$ cat config.mk
export PLATFORM = sky130hd
export DESIGN_NAME = scan_agen
export DESIGN_NICKNAME = d
export VERILOG_FILES = /design/src/rtl/scan_pkg.sv /design/src/rtl/scan_prim_table.sv /design/src/rtl/scan_sequencer.sv /design/src/rtl/scan_step_engine.sv /design/src/rtl/scan_agen.sv
export SDC_FILE = /design/constraint.sdc
export NUM_CORES = 1
export LEC_CHECK = 0
export BUFFER_PORTS_ARGS = -buffer_cell sky130_fd_sc_hd__clkbuf_2
export CAP_MARGIN = 20
export CORE_MARGIN = 4
export CORE_UTILIZATION = 50
export DETAILED_ROUTE_END_ITERATION = 8
export GPL_TIMING_DRIVEN = 0
export PLACE_DENSITY = 0.75
export SYNTH_ARGS = -nofsm -noshare
export SYNTH_HDL_FRONTEND = slang
export SYNTH_HIERARCHICAL = 1
export SYNTH_SLANG_ARGS = --single-unit
$ cat constraint.sdc
create_clock -name clk -period 3.9 [get_ports clk]
set_clock_uncertainty 0.15 [all_clocks]
set_input_delay 0.195 -clock clk [delete_from_list [all_inputs] [get_ports clk]]
set_output_delay 0.195 -clock clk [all_outputs]
set_load 0.01 [all_outputs]
$ cat src/rtl/scan_pkg.sv
package scan_pkg;

  // Edge condition that can end a primitive early.
  typedef enum logic [1:0] {
    STOP_NONE  = 2'd0,
    STOP_LEFT  = 2'd1,
    STOP_TOP   = 2'd2,
    STOP_SPARE = 2'd3
  } stop_e;

  // One scan primitive: unit step, step count, stop condition.
  typedef struct packed {
    logic signed [1:0] dx;
    logic signed [1:0] dy;
    logic [3:0]        cnt;
    stop_e             stop_sel;
  } prim_t;

  // Program phases of a run.
  typedef enum logic [2:0] {
    PH_IDLE     = 3'd0,
    PH_LEAD     = 3'd1,
    PH_BODY_FWD = 3'd2,
    PH_PIVOT    = 3'd3,
    PH_BODY_REV = 3'd4,
    PH_TAIL     = 3'd5
  } phase_e;

endpackage

$ cat src/rtl/scan_prim_table.sv
module scan_prim_table
  import scan_pkg::*;
#(
  parameter int DEPTH = 8,
  parameter int IW    = $clog2(DEPTH)
) (
  input  logic          clk,
  input  logic          rst_n,
  input  logic          lock,
  input  logic          wr_en,
  input  logic [IW-1:0] wr_addr,
  input  prim_t         wr_data,
  input  logic [IW-1:0] rd_addr,
  output prim_t         rd_data
);

  prim_t [DEPTH-1:0] mem;

  always_ff @(posedge clk or negedge rst_n) begin
    if (!rst_n) begin
      mem <= '0;
    end else if (wr_en && !lock && (int'(wr_addr) < DEPTH)) begin
      mem[wr_addr] <= wr_data;
    end
  end

  always_comb begin
    rd_data = (int'(rd_addr) < DEPTH) ? mem[rd_addr] : '0;
  end

  // no entry changes while a run is in progress
  a_r3_table_frozen: assert property (@(posedge clk) disable iff (!rst_n)
    lock |=> $stable(mem));

endmodule

$ cat src/rtl/scan_sequencer.sv
module scan_sequencer
  import scan_pkg::*;
#(
  parameter int DEPTH = 8,
  parameter int IW    = $clog2(DEPTH),
  parameter int RW    = 4
) (
  input  logic          clk,
  input  logic          rst_n,
  input  logic          move,
  input  logic [IW-1:0] cfg_len,
  input  logic [RW-1:0] cfg_reps,
  output logic [IW-1:0] rd_idx,
  output logic          nxt_mirror,
  output logic          busy,
  output logic          at_tail
);

  localparam int MAXLEN = DEPTH - 2;

  phase_e        phase, nxt_phase;
  logic [IW-1:0] idx, nxt_idx;
  logic [RW-1:0] rep, nxt_rep;
  logic [IW-1:0] len_q, len_w;
  logic [RW-1:0] reps_q, reps_w;

  always_comb begin
    if (cfg_len == '0)                   len_w = IW'(1);
    else if (int'(cfg_len) > MAXLEN)     len_w = IW'(MAXLEN);
    else                                 len_w = cfg_len;
    reps_w = (cfg_reps == '0) ? RW'(1) : cfg_reps;
  end

  // Position of the primitive that follows the current one.
  always_comb begin
    nxt_phase = phase;
    nxt_idx   = idx;
    nxt_rep   = rep;
    unique case (phase)
      PH_IDLE: begin
        nxt_phase = PH_LEAD;
        nxt_idx   = '0;
        nxt_rep   = RW'(1);
      end
      PH_LEAD: begin
        nxt_phase = PH_BODY_FWD;
        nxt_idx   = IW'(1);
        nxt_rep   = RW'(1);
      end
      PH_BODY_FWD: begin
        if (idx < len_q) begin
          nxt_idx = idx + IW'(1);
        end else if (rep < reps_q) begin
          nxt_idx = IW'(1);
          nxt_rep = rep + RW'(1);
        end else begin
          nxt_phase = PH_PIVOT;
          nxt_idx   = len_q + IW'(1);
        end
      end
      PH_PIVOT: begin
        nxt_phase = PH_BODY_REV;
        nxt_idx   = len_q;
        nxt_rep   = RW'(1);
      end
      PH_BODY_REV: begin
        if (idx > IW'(1)) begin
          nxt_idx = idx - IW'(1);
        end else if (rep < reps_q) begin
          nxt_idx = len_q;
          nxt_rep = rep + RW'(1);
        end else begin
          nxt_phase = PH_TAIL;
          nxt_idx   = '0;
        end
      end
      PH_TAIL: begin
        nxt_phase = PH_IDLE;
        nxt_idx   = '0;
      end
      default: begin
        nxt_phase = PH_IDLE;
        nxt_idx   = '0;
      end
    endcase
  end

  always_ff @(posedge clk or negedge rst_n) begin
    if (!rst_n) begin
      phase  <= PH_IDLE;
      idx    <= '0;
      rep    <= '0;
      len_q  <= IW'(1);
      reps_q <= RW'(1);
    end else if (move) begin
      phase <= nxt_phase;
      idx   <= nxt_idx;
      rep   <= nxt_rep;
      if (phase == PH_IDLE) begin
        len_q  <= len_w;
        reps_q <= reps_w;
      end
    end
  end

  assign rd_idx     = nxt_idx;
  assign nxt_mirror = (nxt_phase == PH_BODY_REV) || (nxt_phase == PH_TAIL);
  assign busy       = (phase != PH_IDLE);
  assign at_tail    = (phase == PH_TAIL);

  // body positions stay inside the captured body length
  a_r5_body_idx_range: assert property (@(posedge clk) disable iff (!rst_n)
    (phase == PH_BODY_FWD || phase == PH_BODY_REV) |-> (idx >= IW'(1) && idx <= len_q));

  // the pivot is entered only from the forward body
  a_r5_pivot_after_body: assert property (@(posedge clk) disable iff (!rst_n)
    $rose(phase == PH_PIVOT) |-> $past(phase) == PH_BODY_FWD);

  // the mirrored tail is entered only from the reversed body
  a_r5_tail_after_rev: assert property (@(posedge clk) disable iff (!rst_n)
    $rose(phase == PH_TAIL) |-> $past(phase) == PH_BODY_REV);

endmodule

$ cat src/rtl/scan_step_engine.sv
module scan_step_engine
  import scan_pkg::*;
#(
  parameter int WIDTH  = 8,
  parameter int HEIGHT = 8,
  parameter int XW     = $clog2(WIDTH + 1),
  parameter int YW     = $clog2(HEIGHT + 1)
) (
  input  logic          clk,
  input  logic          rst_n,
  input  logic          go,
  input  logic          step_cont,
  input  logic          step_new,
  input  logic          fin,
  input  prim_t         nxt_prim,
  input  logic          nxt_mirror,
  output logic          valid,
  output logic          exhausted,
  output logic [XW-1:0] x,
  output logic [YW-1:0] y
);

  prim_t         act;
  logic          mir;
  logic [3:0]    rem;
  logic          stopped;

  prim_t         p;
  logic          m;
  logic [XW-1:0] sx;
  logic [YW-1:0] sy;
  logic          hit;
  logic [3:0]    nxt_cnt;

  always_comb begin
    p  = step_new ? nxt_prim   : act;
    m  = step_new ? nxt_mirror : mir;
    sx = x + {{(XW-2){p.dx[1]}}, p.dx};
    sy = y + {{(YW-2){p.dy[1]}}, p.dy};
    unique case (p.stop_sel)
      STOP_LEFT: hit = m ? (sy == YW'(HEIGHT)) : (sx == XW'(1));
      STOP_TOP:  hit = m ? (sx == XW'(WIDTH))  : (sy == YW'(1));
      default:   hit = 1'b0;
    endcase
    nxt_cnt = (nxt_prim.cnt == 4'd0) ? 4'd1 : nxt_prim.cnt;
  end

  assign exhausted = (rem == 4'd0) || stopped;

  always_ff @(posedge clk or negedge rst_n) begin
    if (!rst_n) begin
      x       <= XW'(1);
      y       <= YW'(1);
      act     <= '0;
      mir     <= 1'b0;
      rem     <= 4'd0;
      stopped <= 1'b0;
      valid   <= 1'b0;
    end else if (go) begin
      x       <= XW'(1);
      y       <= YW'(1);
      act     <= nxt_prim;
      mir     <= nxt_mirror;
      rem     <= nxt_cnt;
      stopped <= 1'b0;
      valid   <= 1'b1;
    end else if (step_cont) begin
      x       <= sx;
      y       <= sy;
      rem     <= rem - 4'd1;
      stopped <= hit;
    end else if (step_new) begin
      x       <= sx;
      y       <= sy;
      act     <= nxt_prim;
      mir     <= nxt_mirror;
      rem     <= nxt_cnt - 4'd1;
      stopped <= hit;
    end else if (fin) begin
      valid   <= 1'b0;
    end
  end

  // every step moves at most one position along each axis
  a_r4_unit_move: assert property (@(posedge clk) disable iff (!rst_n)
    (step_cont || step_new) |=>
      (int'(x) <= int'($past(x)) + 1) && (int'($past(x)) <= int'(x) + 1) &&
      (int'(y) <= int'($past(y)) + 1) && (int'($past(y)) <= int'(y) + 1));

  // a primitive that reached its edge is never stepped again
  a_r4_stop_ends_prim: assert property (@(posedge clk) disable iff (!rst_n)
    (valid && stopped) |-> !step_cont);

endmodule

$ cat src/rtl/scan_agen.sv
module scan_agen
  import scan_pkg::*;
#(
  parameter int WIDTH  = 8,
  parameter int HEIGHT = 8,
  parameter int DEPTH  = 8,
  parameter int RW     = 4,
  parameter int AW     = 16,
  localparam int XW    = $clog2(WIDTH + 1),
  localparam int YW    = $clog2(HEIGHT + 1),
  localparam int IW    = $clog2(DEPTH),
  localparam int PW    = $bits(prim_t)
) (
  input  logic          clk,
  input  logic          rst_n,
  input  logic          start,
  input  logic [IW-1:0] cfg_body_len,
  input  logic [RW-1:0] cfg_reps,
  input  logic [AW-1:0] cfg_base,
  input  logic          tbl_we,
  input  logic [IW-1:0] tbl_waddr,
  input  logic [PW-1:0] tbl_wdata,
  output logic          out_valid,
  input  logic          out_ready,
  output logic [XW-1:0] out_x,
  output logic [YW-1:0] out_y,
  output logic [AW-1:0] out_addr,
  output logic          done
);

  logic          busy, at_tail, nxt_mirror, exhausted;
  logic [IW-1:0] rd_idx;
  prim_t         rd_prim;
  logic          accept, go, adv, fin, step_cont;
  logic [AW-1:0] base_q, row_off, col_off;

  assign accept    = out_valid && out_ready;
  assign go        = start && !busy;
  assign adv       = accept && exhausted && !at_tail;
  assign fin       = accept && exhausted && at_tail;
  assign step_cont = accept && !exhausted;

  scan_prim_table #(.DEPTH(DEPTH), .IW(IW)) tbl_i (
    .clk     (clk),
    .rst_n   (rst_n),
    .lock    (busy),
    .wr_en   (tbl_we),
    .wr_addr (tbl_waddr),
    .wr_data (prim_t'(tbl_wdata)),
    .rd_addr (rd_idx),
    .rd_data (rd_prim)
  );

  scan_sequencer #(.DEPTH(DEPTH), .IW(IW), .RW(RW)) seq_i (
    .clk        (clk),
    .rst_n      (rst_n),
    .move       (go || adv || fin),
    .cfg_len    (cfg_body_len),
    .cfg_reps   (cfg_reps),
    .rd_idx     (rd_idx),
    .nxt_mirror (nxt_mirror),
    .busy       (busy),
    .at_tail    (at_tail)
  );

  scan_step_engine #(.WIDTH(WIDTH), .HEIGHT(HEIGHT), .XW(XW), .YW(YW)) eng_i (
    .clk        (clk),
    .rst_n      (rst_n),
    .go         (go),
    .step_cont  (step_cont),
    .step_new   (adv),
    .fin        (fin),
    .nxt_prim   (rd_prim),
    .nxt_mirror (nxt_mirror),
    .valid      (out_valid),
    .exhausted  (exhausted),
    .x          (out_x),
    .y          (out_y)
  );

  always_ff @(posedge clk or negedge rst_n) begin
    if (!rst_n) begin
      base_q <= '0;
      done   <= 1'b0;
    end else begin
      if (go) base_q <= cfg_base;
      done <= fin;
    end
  end

  always_comb begin
    row_off  = AW'(out_y - YW'(1)) * AW'(WIDTH);
    col_off  = AW'(out_x - XW'(1));
    out_addr = base_q + row_off + col_off;
  end

  // a stalled coordinate is held unchanged
  a_r8_hold_when_stalled: assert property (@(posedge clk) disable iff (!rst_n)
    (out_valid && !out_ready) |=>
      out_valid && $stable(out_x) && $stable(out_y) && $stable(out_addr));

  // done lasts a single cycle
  a_r9_done_single: assert property (@(posedge clk) disable iff (!rst_n)
    done |=> !done);

  // done follows an accepted coordinate and the stream is closed
  a_r9_done_after_last: assert property (@(posedge clk) disable iff (!rst_n)
    done |-> (!out_valid && $past(out_valid && out_ready)));

  // a run in progress is not restarted
  a_r10_no_restart: assert property (@(posedge clk) disable iff (!rst_n)
    (busy && start && !accept) |=> out_valid && $stable(out_x) && $stable(out_y));

endmodule

After elaboration in Yosys (flattened, before gate mapping)
Cells that the tools add are included.

storage, ports and cells
  bits in registers = 135
  bits of input ports = 41
  logic and storage cells = 160

cells by class
  add/subtract/negate cells = 12
  order comparisons = 7
  equal/unequal tests = 17
  muxes and demuxes = 48
  reductions and logical operators = 28

operators by type and width
  kind                   count
  $bwmux W80             1
  $mux W4                14
  $mux W10               5
  $add A16 B16 Y16       2
  $bmux W10 S3           1
  $demux W10 S3          1
  $mux W3                10
  $pmux W3 S5            1
  $eq A3 B3 Y1 const B   4
  $logic_not A4 Y1       3
  $mux W1                12
  $pmux W3 S4            1
  $pmux W4 S3            1
  $sub A4 B1 Y5 const B  2
  $reduce_bool A3 Y1     3
  $add A4 B4 Y4          2
  $eq A4 B1 Y1 const B   2
  $eq A4 B4 Y1 const B   2
  $logic_and A1 B1 Y1    8
  $lt A3 B4 Y1 const B   2
  $ne A2 B2 Y1 const B   4
  $sub A4 B1 Y4 const B  2
  $add A3 B1 Y3 const B  2
  $eq A3 B2 Y1 const B   2
  other kinds (19)       25

Longest topological paths before layout
  depth after elaboration = 14
  gate-level depth with buffers = 19

Modules after synthesis
The synthesis kept the hierarchy.

modules (own cells, without submodules)
  module            instances  cells an instance  area an instance (sq um)  sequential area each (sq um)
  scan_prim_table   1          213                3689.8                    2001.9
  scan_agen         1          176                1742.9                    425.4
  scan_step_engine  1          145                1481.4                    528.0
  scan_sequencer    1          142                1258.7                    427.9

Worst setup path after synthesis
Ideal clock, no wire load.

  kind = register to register
  start point = register seq_i.rep[1]
  end point = register eng_i.stopped
  setup time = 0.123 ns
  data arrival time = 4.065 ns
  slack = -0.437 ns
  cell stages (with the launch flop) = 18
  path buffers = 2
  cell sequence = dfrtp_1 > ha_1 > a2111oi_4 > or2_1 > buf_6 > a31oi_1 > nand2_1 > buf_6 > mux4_1 > mux2_2 > mux2_1 > ha_1 > fa_1 > xnor2_1 > nor2b_1 > and3_1 > a31oi_1 > a2bb2oi_2

RTL lines
  item                      RTL line                text
  start: declaration        scan_sequencer.sv:23    logic [RW-1:0] rep, nxt_rep;
  start signal: assignment  scan_sequencer.sv:98    rep <= nxt_rep;
  end signal: assignment    scan_step_engine.sv:71  stopped <= hit;
  end signal: assignment    scan_step_engine.sv:78  stopped <= hit;
  end: declaration          scan_step_engine.sv:26  logic stopped;

==> results.yml <==
setup_path:
  crit_type: "reg2reg"
  worstRegToRegCells: 18
  critPathMaxFanout: 7
  cp-start-kind: "flip-flop"
  crit_required_ns: 4.05
  cp.arrival_ns: 4.41
  end_kind: "flip-flop"
  crit_slowest_cell: "mux4_2"
  cp_slowest_stage_delay_ns: 0.49
  path_cells: "inv_2 -> ha_4 -> a2111oi_4 -> or2_1 -> buf_6 -> a31oi_4 -> nand2_4 -> buf_12 -> mux4_2 -> mux2_4 -> mux2_4 -> ha_4 -> fa_2 -> xnor2_2 -> nor2b_4 -> and3_1 -> a31oi_1 -> a2bb2oi_2"
cells_and_area:
  final_cell_mix: "dfrtp_1, mux2_2, clkbuf_2"
  num-fill-cells: 1107
  nNetsFinal: 953
  layout-drive-gt1-share_pct: 44.4
  final_cell_area_um2: 10700
  final_common_cell: "dfrtp_1"
  n_antenna_cell: 0
  area_growth_pct: 31.4
clock_network:
  cts.sinks: 135
  cts.htree.levels: 4
  clk_latency_ns: 0.42
  tritoncts: "built"
  clkTransAtPathRegs_ns: 0.06
  max-clock-path-buffers: 2
  root_buffer: "clkbuf_16"
  cts_buffers: 17
detailed_routing:
  drt-pass1-iter-count: 5
  drt-met1-wl_um: 8140
  wl_per_cell_um: 18.0
  drt_wl_total_um: 19600
  drtIter0Drc: 361
  wl_met2_um: 10200
  wl_met3_um: 816
  via_count: 6149
  postRouteAntennaNets: 0
  top_layer_used: "met4"
  drc: 0
  routed_via_density: 5.65
sta:
  setup_tns_ns: -1.30
  max_freq_mhz: 235
  worstMarginPinSlew_ns: 0.690
  slew_headroom_pct: 54.0
  hold_viol: 0
  setup_viol: 6
  period_share_pct: 109
  slew_viol_final: 0
  grt_setup_unrepaired: "yes"
  min_period_ns: 4.25
  fin_ws_ns: -0.354
synthesis:
  synth_compound_area_share_pct: 9.68
  ys_warn_count: 6
  synth_cell_types: 82
  synth.mux.area_fraction_pct: 23.3
  avgSynthCellArea_um2: 12.1
  synth_fp_nets: 770
  synth_cells: 676
  yosysTopAreaCellShare_pct: 40.1
  synthXorXnorAreaFrac_pct: 3.15
  synth_top_family_by_area: "multiplexers"
  synthAdderAreaFrac_pct: 9.49
  yosys-top-cells-area: "dfrtp_1, mux2_2, mux4_1"
  synth_edf_count: 0
  syn_area_um2: 8170
  synth-simple-area-share_pct: 9.49
  synth_top_flop_cell: "dfrtp_1"
  synth-async-reset-ratio_pct: 100
  yosysTopAreaCell: "dfrtp_1"
  synth_seq_area_share_pct: 41.4
  synth_seq_cells: 135
run:
  maxCapViolations: 0
floorplan:
  row_count: 46
  start_util_pct: 51.3
  ios: 67
  die_area_um2: 18500
  coreArea_um2: 15900
  die_y_um: 136
  die_width_um: 136
global_routing:
  antenna_found_initial: 0
  grt_pass1_wl_um: 31000
  grtUsageTotal_pct: 21.3
  grt_max_degree: 80
  grt-ovfl-total: 0
  grt_pass1_vias: 6327
status:
  violations: "negative setup slack"
  status: "finished with violations"
placed_design:
  globalplace.congestion: 0.868
  hpwl_um: 12400
  placed_area_um2: 8870
  portBuffers: 66
worst_hold_path:
  hold_class: "in2reg"
  hold_depth: 3
[state kept, by name (all words and copies together) (netlist names), 3 cells and up]
| name | flops |
|---|---|
| seq_i/phase | 3 |
| base_q | 16 |
| eng_i/x | 4 |
| eng_i/act | 6 |
| seq_i/len_q | 3 |
| seq_i/rep | 4 |
| eng_i/y | 4 |
| seq_i/reps_q | 4 |
| eng_i/rem | 4 |
| seq_i/idx | 3 |
| tbl_i/mem | 80 |
[per-stage QoR]
step / util [%] / setup WS [ns] / hold slack (ns) / std cells
2_1_floorplan: - / -0.258 / -0.251 / 676
3_3_place_gp: 55.4 / -0.842 / 0.271 / 958
3_5_place_dp: 55.7 / -0.887 / 0.0415 / 959
4_1_cts: 64.6 / -0.283 / 0.00983 / 1061
5_1_grt: 67.4 / -0.482 / 0.101 / 1088
6_report: 67.4 / -0.354 / 0.0845 / 1088
[kinds of logic after synthesis]
group                      after synthesis
xor gates and xnor gates                27
AOI/OAI and AO/OA                      107
muxes                                  141
and+or+nand+nor                        152
adders and majority gates               53
buffers and inverters                   61
DFF                                    135
[cells in the mapped netlist, types with 3 or more instances]
master and number:
o21ai_1 17, nor2_1 38, nand2b_1 6, buf_6 5
or2_1 3, nor3b_1 3, mux2_1 23, ha_1 38
dfrtp_1 131, o21ai_0 11, o21a_1 5, mux2_2 92
o31ai_1 3, mux2i_1 4, nand3b_1 8, xor2_1 8
nand3_1 8, xnor2_1 17, inv_1 34, buf_2 8
nor2b_1 6, fa_1 15, a21oi_1 21, or3_1 3
and3_1 4, a22oi_1 3, nor3_1 15, mux4_1 20
dfstp_2 4, a21o_1 7, nand2_1 43, clkbuf_1 8
a31oi_1 9
[critical path: cells and delay by family (launching register included)]
kind | cells | cell delay (ns)
flip-flops | 1 | 0.38
buffers and inverters | 3 | 0.38
XOR/XNOR | 1 | 0.15
adder cells (fa/ha/maj) | 3 | 0.75
multiplexers | 3 | 1.05
AND/OR/NAND/NOR | 4 | 0.55
AO/OA/AOI/OAI | 4 | 0.72
[layout make-up]
class	count	area [um^2]	share of cell area, %
multi-input combinational	480	4970	46.3
sequential	135	3390	31.5
timing repair buffer	165	1230	11.5
clock buffer	22	484	4.51
tap	216	270	2.52
buffer	24	185	1.72
inverter	36	140	1.30
clock inverter	10	70.1	0.652
[final timing paths]
path,from,to,slack (ns)
max,seq_i/reps_q[1],eng_i/stopped,-0.35
min,start,base_q[15],0.08
max reg2reg,seq_i/reps_q[1],eng_i/stopped,-0.35
min reg2reg,base_q[0],base_q[0],0.35
max in group asynchronous,rst_n,eng_i/x[0],2.68
min in group asynchronous,rst_n,tbl_i/mem[24],0.16
[per-layer routing]
layer	global-route usage, %	up-vias
met3	4.48	48
met5	0	-
li1	-	2832
met2	37.3	172
met1	26.2	3097
met4	7.22	0
[repair_timing]
item	CTS	global route
setup buffers	37	28
endpoints found under the hold margin	156	0
pin swaps	24	53
hold buffers	34	0
endpoints found under the setup margin	20	17
gates resized for setup	53	69
Power is left out: the tool's default activity adds up to more than one toggle a clock period on the data nets, which glitch-free logic cannot reach.
